--- config.mk ---
export PLATFORM = sky130hd
export DESIGN_NAME = ide_strobe_timer
export DESIGN_NICKNAME = d
export VERILOG_FILES = /design/src/rtl/ide_strobe_pkg.sv /design/src/rtl/ist_cfg_reg.sv /design/src/rtl/ist_ready_sync.sv /design/src/rtl/ist_strobe_fsm.sv /design/src/rtl/ide_strobe_timer.sv
export SDC_FILE = /design/constraint.sdc
export NUM_CORES = 1
export LEC_CHECK = 0
export ABC_AREA = 1
export BUFFER_PORTS_ARGS = -buffer_cell sky130_fd_sc_hd__clkbuf_2
export CORE_UTILIZATION = 51
export CTS_BUF_LIST = sky130_fd_sc_hd__clkbuf_2
export CTS_CLUSTER_DIAMETER = 60
export DETAILED_ROUTE_END_ITERATION = 8
export PLACE_DENSITY = 0.83
export SYNTH_ARGS = -nofsm -noshare
export SYNTH_HDL_FRONTEND = slang
export SYNTH_HIERARCHICAL = 1
export SYNTH_SLANG_ARGS = --single-unit
--- constraint.sdc ---
create_clock -name clk -period 1.9 [get_ports clk]
set_clock_uncertainty 0.1 [all_clocks]
set_input_delay 0.38 -clock clk [delete_from_list [all_inputs] [get_ports clk]]
set_output_delay 0.38 -clock clk [all_outputs]
set_load 0.005 [all_outputs]
--- src/rtl/ide_strobe_pkg.sv ---
package ide_strobe_pkg;

    localparam int TIME_W = 5;
    localparam int REG_W  = 32;
    localparam int BE_W   = REG_W / 8;
    localparam logic [TIME_W-1:0] TIME_RESET = TIME_W'(9);

    typedef enum logic [1:0] {
        PH_IDLE = 2'd0,
        PH_LOW  = 2'd1,
        PH_HIGH = 2'd2
    } phase_e;

    typedef struct packed {
        logic [7:0]        scratch;
        logic [TIME_W-1:0] low_len;
        logic              post_wr;
        logic              rdy_en;
        logic              rd_ahead;
        logic [TIME_W-1:0] high_len;
    } cfg_t;

    localparam cfg_t CFG_RESET = '{
        scratch:  8'h00,
        low_len:  TIME_RESET,
        post_wr:  1'b0,
        rdy_en:   1'b0,
        rd_ahead: 1'b0,
        high_len: TIME_RESET
    };

    function automatic logic [REG_W-1:0] pack_cfg(input cfg_t c);
        logic [REG_W-1:0] v;
        v        = '0;
        v[23:16] = c.scratch;
        v[12:8]  = c.low_len;
        v[7]     = c.post_wr;
        v[6]     = c.rdy_en;
        v[5]     = c.rd_ahead;
        v[4:0]   = c.high_len;
        return v;
    endfunction

endpackage

--- src/rtl/ist_cfg_reg.sv ---
module ist_cfg_reg
    import ide_strobe_pkg::*;
(
    input  logic             clk,
    input  logic             rst,
    input  logic             wr_en,
    input  logic [BE_W-1:0]  be,
    input  logic [REG_W-1:0] wdata,
    output logic [REG_W-1:0] rdata,
    output cfg_t             cfg
);

    always_ff @(posedge clk) begin
        if (rst) begin
            cfg <= CFG_RESET;
        end else if (wr_en) begin
            if (be[0]) begin
                cfg.high_len <= wdata[4:0];
                cfg.rd_ahead <= wdata[5];
                cfg.rdy_en   <= wdata[6];
                cfg.post_wr  <= wdata[7];
            end
            if (be[1]) cfg.low_len <= wdata[12:8];
            if (be[2]) cfg.scratch <= wdata[23:16];
        end
    end

    assign rdata = pack_cfg(cfg);

    // register content only moves on a write
    a_r2_hold_without_write: assert property (@(posedge clk) disable iff (rst)
        !wr_en |=> $stable(rdata));

    // the top byte never reacts to its enable
    a_r2_top_byte_inert: assert property (@(posedge clk) disable iff (rst)
        (wr_en && be == 4'b1000) |=> $stable(rdata));

endmodule

--- src/rtl/ist_ready_sync.sv ---
module ist_ready_sync #(
    parameter int STAGES = 2
) (
    input  logic clk,
    input  logic rst,
    input  logic d_async,
    output logic d_sync
);

    logic [STAGES-1:0] chain;

    generate
        if (STAGES == 1) begin : g_single
            always_ff @(posedge clk) begin
                if (rst) chain <= '0;
                else     chain <= d_async;
            end
        end else begin : g_multi
            always_ff @(posedge clk) begin
                if (rst) chain <= '0;
                else     chain <= {chain[STAGES-2:0], d_async};
            end
        end
    endgenerate

    assign d_sync = chain[STAGES-1];

    // the synchronized output follows the input delayed by the chain
    a_r6_sync_delay: assert property (@(posedge clk) disable iff (rst)
        (chain[0] && !rst) |=> ($past(chain[0]) == chain[STAGES-1]) || (STAGES != 2));

endmodule

--- src/rtl/ist_strobe_fsm.sv ---
module ist_strobe_fsm
    import ide_strobe_pkg::*;
(
    input  logic clk,
    input  logic rst,
    input  cfg_t cfg,
    input  logic rdy_sync,
    input  logic req_valid,
    input  logic req_write,
    output logic req_busy,
    output logic rd_strobe_n,
    output logic wr_strobe_n,
    output logic cyc_done
);

    phase_e            phase;
    logic [TIME_W-1:0] cnt;
    logic [TIME_W-1:0] low_q;
    logic [TIME_W-1:0] high_q;
    logic              wr_q;
    logic              rdy_en_q;

    logic at_low_end;
    logic low_release;
    logic accept;

    always_comb begin
        at_low_end  = (cnt == low_q);
        low_release = at_low_end && (!rdy_en_q || rdy_sync);
        cyc_done    = (phase == PH_HIGH) && (cnt == high_q);
        req_busy    = (phase != PH_IDLE) && !cyc_done;
        accept      = req_valid && !req_busy;
    end

    always_ff @(posedge clk) begin
        if (rst) begin
            phase    <= PH_IDLE;
            cnt      <= '0;
            low_q    <= TIME_RESET;
            high_q   <= TIME_RESET;
            wr_q     <= 1'b0;
            rdy_en_q <= 1'b0;
        end else if (accept) begin
            phase    <= PH_LOW;
            cnt      <= '0;
            low_q    <= cfg.low_len;
            high_q   <= cfg.high_len;
            wr_q     <= req_write;
            rdy_en_q <= cfg.rdy_en;
        end else begin
            unique case (phase)
                PH_LOW: begin
                    if (low_release) begin
                        phase <= PH_HIGH;
                        cnt   <= '0;
                    end else if (!at_low_end) begin
                        cnt <= cnt + 1'b1;
                    end
                end
                PH_HIGH: begin
                    if (cyc_done) phase <= PH_IDLE;
                    else          cnt   <= cnt + 1'b1;
                end
                default: cnt <= '0;
            endcase
        end
    end

    assign rd_strobe_n = !((phase == PH_LOW) && !wr_q);
    assign wr_strobe_n = !((phase == PH_LOW) && wr_q);

    // reset returns the strobes high and clears done
    a_r1_reset_idle: assert property (@(posedge clk)
        rst |=> (rd_strobe_n && wr_strobe_n && !cyc_done && !req_busy));

    // the two strobes never fall together
    a_r4_one_strobe: assert property (@(posedge clk) disable iff (rst)
        (rd_strobe_n || wr_strobe_n));

    // done lasts a single clock and comes while both strobes are high
    a_r5_done_pulse: assert property (@(posedge clk) disable iff (rst)
        cyc_done |-> (rd_strobe_n && wr_strobe_n) ##1 !cyc_done);

    // with ready enabled and sampled low the strobe stays low
    a_r6_wait_holds: assert property (@(posedge clk) disable iff (rst)
        (phase == PH_LOW && rdy_en_q && !rdy_sync) |=> (phase == PH_LOW));

    // a held request is not taken while busy
    a_r8_no_restart_busy: assert property (@(posedge clk) disable iff (rst)
        (req_busy && phase == PH_HIGH) |=> (phase == PH_HIGH));

    // the latched lengths stay fixed for the whole cycle
    a_r9_len_stable: assert property (@(posedge clk) disable iff (rst)
        (req_busy && !accept) |=> ($stable(low_q) && $stable(high_q)));

endmodule

--- src/rtl/ide_strobe_timer.sv ---
module ide_strobe_timer
    import ide_strobe_pkg::*;
#(
    parameter int SYNC_STAGES = 2
) (
    input  logic        clk,
    input  logic        rst,
    input  logic        cfg_wr_en,
    input  logic [3:0]  cfg_be,
    input  logic [31:0] cfg_wdata,
    output logic [31:0] cfg_rdata,
    input  logic        req_valid,
    input  logic        req_write,
    output logic        req_busy,
    input  logic        dev_ready,
    output logic        rd_strobe_n,
    output logic        wr_strobe_n,
    output logic        cyc_done,
    output logic        posted_wr_en,
    output logic        read_ahead_en
);

    cfg_t cfg;
    logic rdy_sync;

    ist_cfg_reg u_cfg (
        .clk   (clk),
        .rst   (rst),
        .wr_en (cfg_wr_en),
        .be    (cfg_be),
        .wdata (cfg_wdata),
        .rdata (cfg_rdata),
        .cfg   (cfg)
    );

    ist_ready_sync #(.STAGES(SYNC_STAGES)) u_sync (
        .clk     (clk),
        .rst     (rst),
        .d_async (dev_ready),
        .d_sync  (rdy_sync)
    );

    ist_strobe_fsm u_fsm (
        .clk         (clk),
        .rst         (rst),
        .cfg         (cfg),
        .rdy_sync    (rdy_sync),
        .req_valid   (req_valid),
        .req_write   (req_write),
        .req_busy    (req_busy),
        .rd_strobe_n (rd_strobe_n),
        .wr_strobe_n (wr_strobe_n),
        .cyc_done    (cyc_done)
    );

    assign posted_wr_en  = cfg.post_wr;
    assign read_ahead_en = cfg.rd_ahead;

    // exported enables track the register bits
    a_r10_enables_out: assert property (@(posedge clk) disable iff (rst)
        (posted_wr_en == cfg_rdata[7]) && (read_ahead_en == cfg_rdata[5]));

endmodule

[Yosys cells after proc, flatten, opt, wreduce, memory -nomap -nowiden]
Cells that the tools add are included.
Storage, ports and cells
  register bits: 42
  bits in latches: 0
  memory bits (writable): 0
  ROM bits: 0
  logic and storage cells: 56
  memories kept: 0
Operators by class
  add/sub/neg operators: 1
  multipliers: 0
  divide/modulo/power cells: 0
  $lt $le $gt $ge: 0
  equal/unequal tests: 10
  shifts and indexed selects: 0
  mux-type cells: 8
  bitwise logic cells: 0
  reduce and logical (&&, ||, !) cells: 23
Operators by type and width (number)
  $mux W5: 3
  $eq A5 B5 Y1: 2
  $pmux W5 S2: 1
  $reduce_and A2 Y1: 4
  $logic_and A1 B1 Y1: 6
  $logic_not A1 Y1: 6
  $reduce_and A3 Y1: 2
  $add A5 B1 Y5 const B: 1
  $mux W2: 2
  $ne A2 B2 Y1 const B: 2
  $pmux W2 S2: 1
  $reduce_bool A2 Y1: 2
  $ne A3 B1 Y1 const B: 1
  $ne A3 B2 Y1 const B: 1
  $ne A3 B3 Y1 const B: 1
  $reduce_bool A3 Y1: 1
  $eq A2 B1 Y1 const B: 1
  $eq A2 B2 Y1 const B: 1
  $ne A2 B1 Y1 const B: 1
  $reduce_or A2 Y1: 1
  $logic_or A1 B1 Y1: 1
  $mux W1: 1

[Logic depth before layout (Yosys ltp)]
  depth after elaboration: 8
  gate-level depth with buffers: 11

[Cells and area by module]
The synthesis kept the hierarchy.
By module, submodules not included
  ist_cfg_reg: times used 1, cells each 159, area each 1077.3 µm², sequential area each 420.4 µm²
  ist_strobe_fsm: times used 1, cells each 160, area each 1076.0 µm², sequential area each 380.4 µm²
  ist_ready_sync: times used 1, cells each 6, area each 55.1 µm², sequential area each 40.0 µm²

[Worst setup path after synthesis]
No wires, ideal clock.
  path kind: register to register
  from: register u_fsm.phase[0]
  to: register u_fsm.high_q[3]
  setup time: 136 ps
  arrival: 1276 ps
  data required time: 1664 ps
  path slack: 388 ps
  stages on the path, launching flop included: 12
  buffers on the path: 1
  period minus slack after synthesis: 1512 ps
  cell sequence: dfxtp_1 inv_1 ha_1 nand2_2 nor2_4 nand3_4 nand2_4 nand2_4 clkinv_2 buf_6 nand2_1 o211ai_1
On the way
  cells in the longest elaborated chain, start to end: 6
  elaborated cells on any way between the ends: 7
  those cells by class: 1 x eq/ne; 6 x reduce/logical
Ends and longest elaborated chain
  from (decl): RTL line ist_strobe_fsm.sv:16  | phase_e phase;
  from (signal assigned): RTL line ist_strobe_fsm.sv:37  | phase <= PH_IDLE;
  from (signal assigned): RTL line ist_strobe_fsm.sv:44  | phase <= PH_LOW;
  from (signal assigned): RTL line ist_strobe_fsm.sv:54  | phase <= PH_HIGH;
  $eq A2 B2 Y1: RTL line ist_strobe_fsm.sv:30  | cyc_done = (phase == PH_HIGH) && (cnt == high_q);
  $logic_and A1 B1 Y1: RTL line ist_strobe_fsm.sv:30
  $logic_not A1 Y1: RTL line ist_strobe_fsm.sv:31  | req_busy = (phase != PH_IDLE) && !cyc_done;
  $logic_and A1 B1 Y1 *: RTL line ist_strobe_fsm.sv:31
  $logic_not A1 Y1 *: RTL line ist_strobe_fsm.sv:32  | accept = req_valid && !req_busy;
  $logic_and A1 B1 Y1 *: RTL line ist_strobe_fsm.sv:32
  to (signal assigned): RTL line ist_strobe_fsm.sv:47  | high_q <= cfg.high_len;
  to (decl): RTL line ist_strobe_fsm.sv:19  | logic [TIME_W-1:0] high_q;
Every way passes the cells marked *; elsewhere a longest branch is shown, timed or not.
A chain may end at the register's enable or synchronous reset.

[Worst setup path in the final report]
  from: register u_fsm.phase[0]
  to: output port req_busy
On the way
  cells in the longest elaborated chain, start to end: 4
  elaborated cells on any way between the ends: 5
  those cells by class: 1 x eq/ne; 4 x reduce/logical
Ends and longest elaborated chain
  $eq A2 B2 Y1: RTL line ist_strobe_fsm.sv:30
  $logic_and A1 B1 Y1: RTL line ist_strobe_fsm.sv:30
  $logic_not A1 Y1: RTL line ist_strobe_fsm.sv:31
  $logic_and A1 B1 Y1 *: RTL line ist_strobe_fsm.sv:31
  to (decl): RTL line ide_strobe_timer.sv:14  | output logic req_busy,
Marked as above.

==> results.md <==
- Post-DR vias/cell: 4.59
- Top-area cell type share of the netlist area: 0.381
- Seq/Total Area, Yosys: 0.381
- Reg2reg setup slack: 120 ps
- Pin count of the biggest net entering global routing: 22
- Port Buf Inserts: 56
- Hold_sp: dev_ready
- Io pins: 80
- Status: complete, but fails checks
- Syn. warnings: 6
- Post-DP HPWL: 3150 um
- Starting Density: 0.540
- Unique cell type count in the Yosys netlist: 28
- Routed Wire Length: 4290 um
- DR WL/cell: 10.2 um
- Routability cong.: 0.871
- Final min period: 1930 ps
- WHS Endpoint: u_sync/chain[0]
- R2R Path End: u_fsm/cnt[0]
- Root Buffer: clkbuf_2
- Failing checks: setup timing
- Hold path depth: 3
- Layout cells sized above 1: 0.288
- Pre-antenna DRT Iters: 5
- Drt initial violations: 88
- Initial antenna violation count: 0
- # rows: 23
- Via count: 1,935
- Later-pin clock latency in the skew report: 390 ps
- Chip Width: 67.8 um
- Die area: 4600 um^2
- Post-Syn Area per Cell: 6.79 um^2
- ANT cells: 0
- Synth area leader: dfxtp_1
- Setup TNS: -30.3 ps
- HP Class: input pin to register
- Final hold vios: 0
- Final WS setup: -30.3 ps
- Yosys reg bits: 42
- Worst r2r path cells: 12
- Total congestion overflow: 0
- Setup violators final: 1
- Fmax: 518 MHz
- GRT Total Usage: 0.199
- Main area contributors after synthesis: dfxtp_1 38%, nand2_1 15%, buf_4 11%
- Gate count of the mapped netlist: 325
- Max IR drop VDD: 0.000514 V
- Clock Path Buffers: 2
- Max-cap violation count: 0
- RSZ-0062 raised after global routing: true
- Fin. max-slew vios: 0
- Pleak: 0.00136 uW
- Post-DRT Antenna Nets: 0
- Power, Total: 1840 uW
- CP Class: register to output pin
- Clk sinks: 42
- Critical path arrival: 1450 ps
- First-pass GRT wire length: 6830 um
- CP endpoint kind: output pin
- CTS buffer count: 5
- CP Launch Point: u_fsm/phase[0]
- Hold Worst Slack: 46.0 ps
- Startpoint types: register
- Crit path required time: 1420 ps
- CTS tree: yes
- Final worst-path cycle share: 1.02
- Highest fanout seen on the critical path: 3
- DRC viols: 0
- Nets@finish: 418
- Mapped Area: 2210 um^2
- Core box area: 4090 um^2
- Worst r2r src: u_fsm/phase[0]
- Reg clk slew, reported paths: 210 ps
- Die Height: 67.8 um
- Area growth, synth to finish: 14.3%
- H-Tree Depth: 2
- Pwr per Cell Area: 730 nW/um^2
- Vias in the first global route: 1,709
## cells in the mapped netlist, drive strengths merged
cell    number
conb         1
clkbuf       3
or2          1
xor2         1
nand3       17
nor3         1
a21oi        7
buf         36
dfxtp       42
nand4        2
o21ai       12
xnor2        1
clkinv       1
nand2       91
inv         45
ha           4
nor2        57
o211ai       3
## sequential cells by signal, summed over array words and instances (netlist names)
signal	count
u_cfg/cfg	21
u_fsm/cnt	5
u_fsm/high_q	5
u_fsm/low_q	5
u_fsm/phase	2
u_sync/chain	2
u_fsm/rdy_en_q	1
u_fsm/wr_q	1
## timing repair
item / CTS / global route
endpoints found under the hold margin: 0 / 0
resized for setup: 19 / 7
pin swaps: 7 / 1
hold buffers: 0 / 0
setup endpoints to repair: 3 / 4
buffers inserted: 8 / 4
## cells in the final DEF, fill, tap and decap left out, types with 2 or more instances in the layout
cell type / n
dfxtp_2: 3
o21ai_0: 7
nand2_2: 2
nand3_1: 16
dfxtp_4: 4
conb_1: 11
buf_4: 12
nand4_1: 2
ha_1: 2
nor2_1: 52
dfxtp_1: 35
nor2_2: 3
o211ai_1: 3
nand2_4: 3
ha_4: 2
nor2_4: 2
o21ai_1: 5
buf_6: 2
inv_1: 35
inv_2: 10
nand2_1: 86
clkbuf_2: 60
a21oi_1: 7
## power breakdown
part	internal [uW]	leakage [uW]	total (uW)	switching (uW)
Combinational	163	0.000969	372	209
Clock	212	0.0000365	485	273
Sequential	943	0.000351	985	42.6
Total	1320	0.00136	1840	525
## cell families after synthesis
kind of cell               Yosys count  synth area share
AOI/OAI and AO/OA                   22            0.0533
other                                1           0.00170
xor gates and xnor gates             2           0.00793
and+or+nand+nor                    169             0.324
DFF                                 42             0.381
adders and majority gates            4            0.0227
buffers and inverters               85             0.210
## critical path, stage by stage (launching register included)
cell	delay, ps
dfxtp_2	380
inv_2	70
ha_4	140
nand2_4	50
nor2_4	100
nand3_4	100
nand2_4	90
inv_2	30
clkbuf_2	90
## worst max path at each step
stage / to / cells past startpoint
floorplan: u_fsm/high_q[3] / 11
global placement: u_fsm/low_q[3] / 10
detailed placement: u_fsm/low_q[3] / 10
CTS: rd_strobe_n / 5
global route: req_busy / 8
finish: req_busy / 8
## through the flow
step           std cells  instance area (um^2)   util  worst slack [ps]
3_5_place_dp         403                  2310  0.564               127
5_1_grt              422                  2520  0.618              -122
6_report             422                  2520  0.618             -30.3
2_1_floorplan        335                  2250      -               388
3_3_place_gp         403                  2310  0.564               188
4_1_cts              418                  2470  0.605             -33.0
## layer usage
metal / share of wire / up-vias / wire length, um / track usage
met4: 0.019 / 0 / 82 / 0.0885
met5: 0 / - / 0 / 0
li1: - / 1031 / - / -
met1: 0.42 / 833 / 1800 / 0.213
met2: 0.50 / 62 / 2150 / 0.353
met3: 0.059 / 9 / 252 / 0.0625
## cell type report
class | count | area, um^2
Timing Repair Buffer | 69 | 388
Fill cell | 381 | 1560
Clock inverter | 2 | 33.8
Inverter | 46 | 174
Sequential cell | 42 | 860
Multi-Input combinational cell | 208 | 981
Tap cell | 50 | 62.6
Clock buffer | 5 | 25.0
Note: power is estimated with default switching activity, not from simulation.
